--- config.mk ---
export PLATFORM = sky130hd
export DESIGN_NAME = trv_keystream
export DESIGN_NICKNAME = d
export VERILOG_FILES = /design/src/rtl/trv_pkg.sv /design/src/rtl/trv_seg.sv /design/src/rtl/trv_core.sv /design/src/rtl/trv_ctrl.sv /design/src/rtl/trv_keystream.sv
export SDC_FILE = /design/constraint.sdc
export NUM_CORES = 1
export LEC_CHECK = 0
export BUFFER_PORTS_ARGS = -buffer_cell sky130_fd_sc_hd__buf_4
export CAP_MARGIN = 20
export CORE_MARGIN = 4
export CORE_UTILIZATION = 30
export DETAILED_ROUTE_END_ITERATION = 12
export PLACE_DENSITY_LB_ADDON = 0.12
export SYNTH_ARGS = -nofsm -noshare
export SYNTH_HDL_FRONTEND = slang
export SYNTH_SLANG_ARGS = --single-unit
--- constraint.sdc ---
create_clock -name clk_i -period 1.85 [get_ports clk_i]
set_input_delay 0 -clock clk_i [delete_from_list [all_inputs] [get_ports clk_i]]
set_output_delay 0 -clock clk_i [all_outputs]
set_load 0.005 [all_outputs]
--- src/rtl/trv_pkg.sv ---
package trv_pkg;
  localparam int KEY_W     = 80;
  localparam int A_LEN     = 93;
  localparam int B_LEN     = 84;
  localparam int C_LEN     = 111;
  localparam int STATE_LEN = A_LEN + B_LEN + C_LEN;
  localparam int WARMUP_DEFAULT = 4 * STATE_LEN;

  // tap positions, 1-based over the whole state
  localparam int A_OUT = 66,  A_END = 93,  A_AND0 = 91,  A_AND1 = 92,  A_XB = 171;
  localparam int B_OUT = 162, B_END = 177, B_AND0 = 175, B_AND1 = 176, B_XC = 264;
  localparam int C_OUT = 243, C_END = 288, C_AND0 = 286, C_AND1 = 287, C_XA = 69;

  typedef enum logic [1:0] {
    PH_IDLE = 2'd0,
    PH_WARM = 2'd1,
    PH_RUN  = 2'd2
  } phase_e;
endpackage

--- src/rtl/trv_seg.sv ---
module trv_seg #(
  parameter int LEN = 93
) (
  input  logic           clk_i,
  input  logic           rst_ni,
  input  logic           load_i,
  input  logic [LEN-1:0] load_val_i,
  input  logic           step_i,
  input  logic           fb_i,
  output logic [LEN-1:0] q_o
);
  always_ff @(posedge clk_i or negedge rst_ni) begin
    if (!rst_ni)     q_o <= '0;
    else if (load_i) q_o <= load_val_i;
    else if (step_i) q_o <= {q_o[LEN-2:0], fb_i};
  end
endmodule

--- src/rtl/trv_core.sv ---
module trv_core
  import trv_pkg::*;
(
  input  logic             clk_i,
  input  logic             rst_ni,
  input  logic             load_i,
  input  logic             step_i,
  input  logic [KEY_W-1:0] key_i,
  input  logic [KEY_W-1:0] iv_i,
  output logic             z_o
);
  logic [A_LEN-1:0] a_q;
  logic [B_LEN-1:0] b_q;
  logic [C_LEN-1:0] c_q;
  logic [STATE_LEN-1:0] s;
  logic t_a, t_b, t_c, fb_a, fb_b, fb_c;

  assign s = {c_q, b_q, a_q};  // s(p) is s[p-1]

  assign t_a  = s[A_OUT-1] ^ s[A_END-1];
  assign t_b  = s[B_OUT-1] ^ s[B_END-1];
  assign t_c  = s[C_OUT-1] ^ s[C_END-1];
  assign z_o  = t_a ^ t_b ^ t_c;
  assign fb_b = t_a ^ (s[A_AND0-1] & s[A_AND1-1]) ^ s[A_XB-1];
  assign fb_c = t_b ^ (s[B_AND0-1] & s[B_AND1-1]) ^ s[B_XC-1];
  assign fb_a = t_c ^ (s[C_AND0-1] & s[C_AND1-1]) ^ s[C_XA-1];

  logic [A_LEN-1:0] a_load;
  logic [B_LEN-1:0] b_load;
  logic [C_LEN-1:0] c_load;
  assign a_load = {{(A_LEN-KEY_W){1'b0}}, iv_i};
  assign b_load = {{(B_LEN-KEY_W){1'b0}}, key_i};
  assign c_load = {3'b111, {(C_LEN-3){1'b0}}};

  trv_seg #(.LEN(A_LEN)) i_seg_a (
    .clk_i, .rst_ni, .load_i, .load_val_i(a_load), .step_i, .fb_i(fb_a), .q_o(a_q)
  );
  trv_seg #(.LEN(B_LEN)) i_seg_b (
    .clk_i, .rst_ni, .load_i, .load_val_i(b_load), .step_i, .fb_i(fb_b), .q_o(b_q)
  );
  trv_seg #(.LEN(C_LEN)) i_seg_c (
    .clk_i, .rst_ni, .load_i, .load_val_i(c_load), .step_i, .fb_i(fb_c), .q_o(c_q)
  );
endmodule

--- src/rtl/trv_ctrl.sv ---
module trv_ctrl
  import trv_pkg::*;
#(
  parameter int WARMUP_CYCLES = WARMUP_DEFAULT
) (
  input  logic clk_i,
  input  logic rst_ni,
  input  logic start_i,
  input  logic pt_valid_i,
  output logic step_o,
  output logic accept_o,
  output logic ready_o
);
  localparam int CNT_W = $clog2(WARMUP_CYCLES + 1);
  localparam logic [CNT_W-1:0] CNT_LAST = CNT_W'(WARMUP_CYCLES - 1);

  phase_e           phase_q;
  logic [CNT_W-1:0] cnt_q;

  always_ff @(posedge clk_i or negedge rst_ni) begin
    if (!rst_ni) begin
      phase_q <= PH_IDLE;
      cnt_q   <= '0;
    end else if (start_i) begin
      phase_q <= PH_WARM;
      cnt_q   <= '0;
    end else if (phase_q == PH_WARM) begin
      if (cnt_q == CNT_LAST) phase_q <= PH_RUN;
      else                   cnt_q   <= cnt_q + 1'b1;
    end
  end

  assign ready_o  = (phase_q == PH_RUN);
  assign accept_o = ready_o && pt_valid_i && !start_i;
  assign step_o   = (phase_q == PH_WARM) || accept_o;
endmodule

--- src/rtl/trv_keystream.sv ---
module trv_keystream
  import trv_pkg::*;
#(
  parameter int WARMUP_CYCLES = WARMUP_DEFAULT
) (
  input  logic             clk_i,
  input  logic             rst_ni,
  input  logic             start_i,
  input  logic [KEY_W-1:0] key_i,
  input  logic [KEY_W-1:0] iv_i,
  input  logic             pt_i,
  input  logic             pt_valid_i,
  output logic             ct_o,
  output logic             ks_o,
  output logic             ct_valid_o,
  output logic             ks_ready_o
);
  logic step, accept, z;

  trv_ctrl #(.WARMUP_CYCLES(WARMUP_CYCLES)) i_ctrl (
    .clk_i, .rst_ni, .start_i, .pt_valid_i,
    .step_o(step), .accept_o(accept), .ready_o(ks_ready_o)
  );

  trv_core i_core (
    .clk_i, .rst_ni, .load_i(start_i), .step_i(step),
    .key_i, .iv_i, .z_o(z)
  );

  always_ff @(posedge clk_i or negedge rst_ni) begin
    if (!rst_ni) begin
      ct_valid_o <= 1'b0;
      ks_o       <= 1'b0;
      ct_o       <= 1'b0;
    end else begin
      ct_valid_o <= accept;
      if (accept) begin
        ks_o <= z;
        ct_o <= pt_i ^ z;
      end
    end
  end
endmodule

==> impl_metrics.tcl <==
set metrics [dict create \
    syn_to_final_growth_pct 37.9 \
    min_period_ns 1.74 \
    clkLatencyLatePin_ns 0.55 \
    cp-end-kind "register" \
    hold_viol_final 0 \
    yosys_register_bits 304 \
    async_flop_share 1.00 \
    ios 169 \
    synth_edf_count 0 \
    dr_total_vias 9911 \
    synth_commonest_cells "dfrtp_1, nand2_1, o21ai_1" \
    vdd_ir_drop_max_v 0.000692 \
    worstPathCellList "nor2b_1 -> a211oi_4 -> buf_4 -> buf_6 -> o21ai_1" \
    cts_buffers 37 \
    drc_errors 0 \
    slew_violations 0 \
    cp.depth 5 \
    cts.sinks 304 \
    synthTopCellsByArea "dfrtp_1, mux2i_1, nand2_1" \
    synth_top_area_frac 0.565 \
    dp_hpwl_um 18800 \
    synth_area_per_cell_sq_um 10.1 \
    powerDensity_nw_per_um2 856 \
    relSlewSlack 0.618 \
    clockBufferDepth 3 \
    synth.distinct_cells 38 \
    place_area_sq_um 15500 \
    ant_nets 0 \
    regArea_sq_um 7610 \
    setup.worst_path.class "reg -> reg" \
    tritoncts "yes" \
    yosys_warnings 0 \
    worst_pin_slew_ns 0.573 \
    drv_cap 0 \
    ys_seq_area_frac 0.565 \
    routed-wl-met2_um 14400 \
    n_antenna_cell 0 \
    fillers 4348 \
    synthesis.instances 1336 \
    preCtsSetupSlack_ns 0.0866 \
    htreeDepth 2 \
    fin_hold_ws_ns 0.0119 \
    top_layer "met4" \
    drt_iter0_markers 411 \
    coreArea_sq_um 44300 \
    synth_ff_type "dfrtp_1" \
    grt_usage 0.127 \
    port_buffers 168 \
    die_w_um 220 \
    postSynthNetCount 1502 \
    dr_wl_met3_um 1140 \
    drive_gt1_frac 0.153 \
    row_count 77 \
    rrSetupSlack_ns 0.11 \
    period_share 0.942 \
    gp_congestion 0.701 \
    grt_max_degree 113 \
    fin_area_sq_um 18600 \
    cpPeakStageDelay_ns 0.41 \
    die_h_um 220 \
    clkTransAtPathRegs_ns 0.06 \
    fin_nets 1826 \
    initial_core_util 0.304 \
    instances_no_fill 2276 \
    cp_max_fo 56 \
    slowest_stage "dfrtp_1" \
    worst_setup_path_start_kind "register" \
    synth_most_common_cell "dfrtp_1" \
    grt_pass1_wl_um 51000 \
    firstDrtPassIters 4 \
    cts-root-buf "clkbuf_16" \
    r2r_cells 5 \
    multi_input_area_sq_um 5430 \
    crit_required_ns 2.27 \
    vias_per_cell 4.35 \
    dp.cells 2030 \
    cp_num_buf_inv 2 \
    status "finished, final reports clean" \
    antenna_found_initial 0 \
    grt.overflow.total 0 \
    grt_pass1_vias 10200 \
    p_leak_uw 0.00812 \
    fin_ws_ns 0.107 \
    synth_top_area_cell "dfrtp_1" \
    fmax_mhz 574 \
    drt_wl_total_um 30800 \
    syn_area_sq_um 13500 \
    drt-met1-wl_um 14600 \
    dieArea_sq_um 48300 \
    crit_family "buffers and inverters" \
    finClkSkew_ns 0.0249 \
    critical_path_arrival_ns 2.16 \
    hp-class "in -> async" \
    setup_viol 0 \
    wire_per_inst_um 13.5 \
]
-- state kept, by name, summed over array words and instances, names as in the netlist --
signal / flops
i_core.i_seg_c.q_o: 111
ct_o: 1
i_ctrl.phase_q: 2
i_ctrl.cnt_q: 11
i_core.i_seg_a.q_o: 93
ks_o: 1
i_core.i_seg_b.q_o: 84
ct_valid_o: 1
-- power by group --
group	internal (uW)	switching, uW	leakage (uW)	total [uW]
Clock	4270	2830	0.000573	7100
Combinational	915	627	0.00369	1540
Sequential	7040	208	0.00385	7250
Total	12200	3670	0.00812	15900
-- kinds of logic (layout without fill, tap and decap cells) --
family,Yosys count,after routing,share of synthesized area
AO/OA/AOI/OAI,305,305,0.116
XOR/XNOR,12,12,0.0111
adder cells (fa/ha/maj),1,1,0.000929
buffers and inverters,99,447,0.0316
flip-flops,304,304,0.565
multiplexers,163,163,0.121
AND/OR/NAND/NOR,452,452,0.154
-- layer usage --
metal  GRT usage  vias to the layer above
met3      0.0222                       43
met1       0.169                     4595
met5           0                        -
li1            -                     5140
met4      0.0438                        0
met2       0.210                      133
-- metrics by stage --
stage               utilization  setup TNS [ns]  power, uW
floorplan                     -               0       7950
global placement          0.351               0       8580
detailed placement        0.351               0       8610
CTS                       0.418               0      16300
global route              0.419        -0.00935      16700
finish                    0.419               0      15900
-- placed cells by master, fill, tap and decap left out, drive strengths merged, types with 5 or more instances in the layout --
master / synthesis / layout
clkbuf: 49 / 59
nor2: 9 / 9
a21oi: 5 / 5
mux2i: 161 / 161
nand2: 295 / 295
buf: 49 / 202
o21ai: 291 / 291
xnor2: 6 / 6
dlygate4sd3: 0 / 179
dfrtp: 304 / 304
nand2b: 126 / 126
-- what timing repair did --
action	CTS	global route
buffers inserted	0	2
gates resized for setup	0	2
endpoints found under the hold margin	472	0
endpoints found under the setup margin	0	44
hold buffers	179	0
-- final timing paths --
| kind | from | to |
|---|---|---|
| max in group asynchronous | rst_ni | i_core.i_seg_c.q_o[14] |
| setup / recovery | i_ctrl.phase_q[1] | i_core.i_seg_b.q_o[48] |
| hold / removal | rst_ni | i_core.i_seg_a.q_o[3] |
| setup reg to reg | i_ctrl.phase_q[1] | i_core.i_seg_b.q_o[48] |
| min in group clk_i | key_i[79] | i_core.i_seg_b.q_o[79] |
| hold reg to reg | i_core.i_seg_c.q_o[106] | i_core.i_seg_c.q_o[106] |
-- final cells by class --
cell class | instances | share of cell area
clock inverter | 6 | 0.00553
sequential | 304 | 0.410
tap | 592 | 0.0399
clock buffer | 57 | 0.0577
timing repair buffer | 383 | 0.194
inverter | 1 | 0.000202
multi-input combinational | 933 | 0.293
-- worst register-to-register path: stages (launching register included) --
cell and delay, ns:
dfrtp_1 0.41, nor2b_1 0.19, a211oi_4 0.33, buf_4 0.19, buf_6 0.34, o21ai_1 0.14
Note: power is estimated with default switching activity, not from simulation.
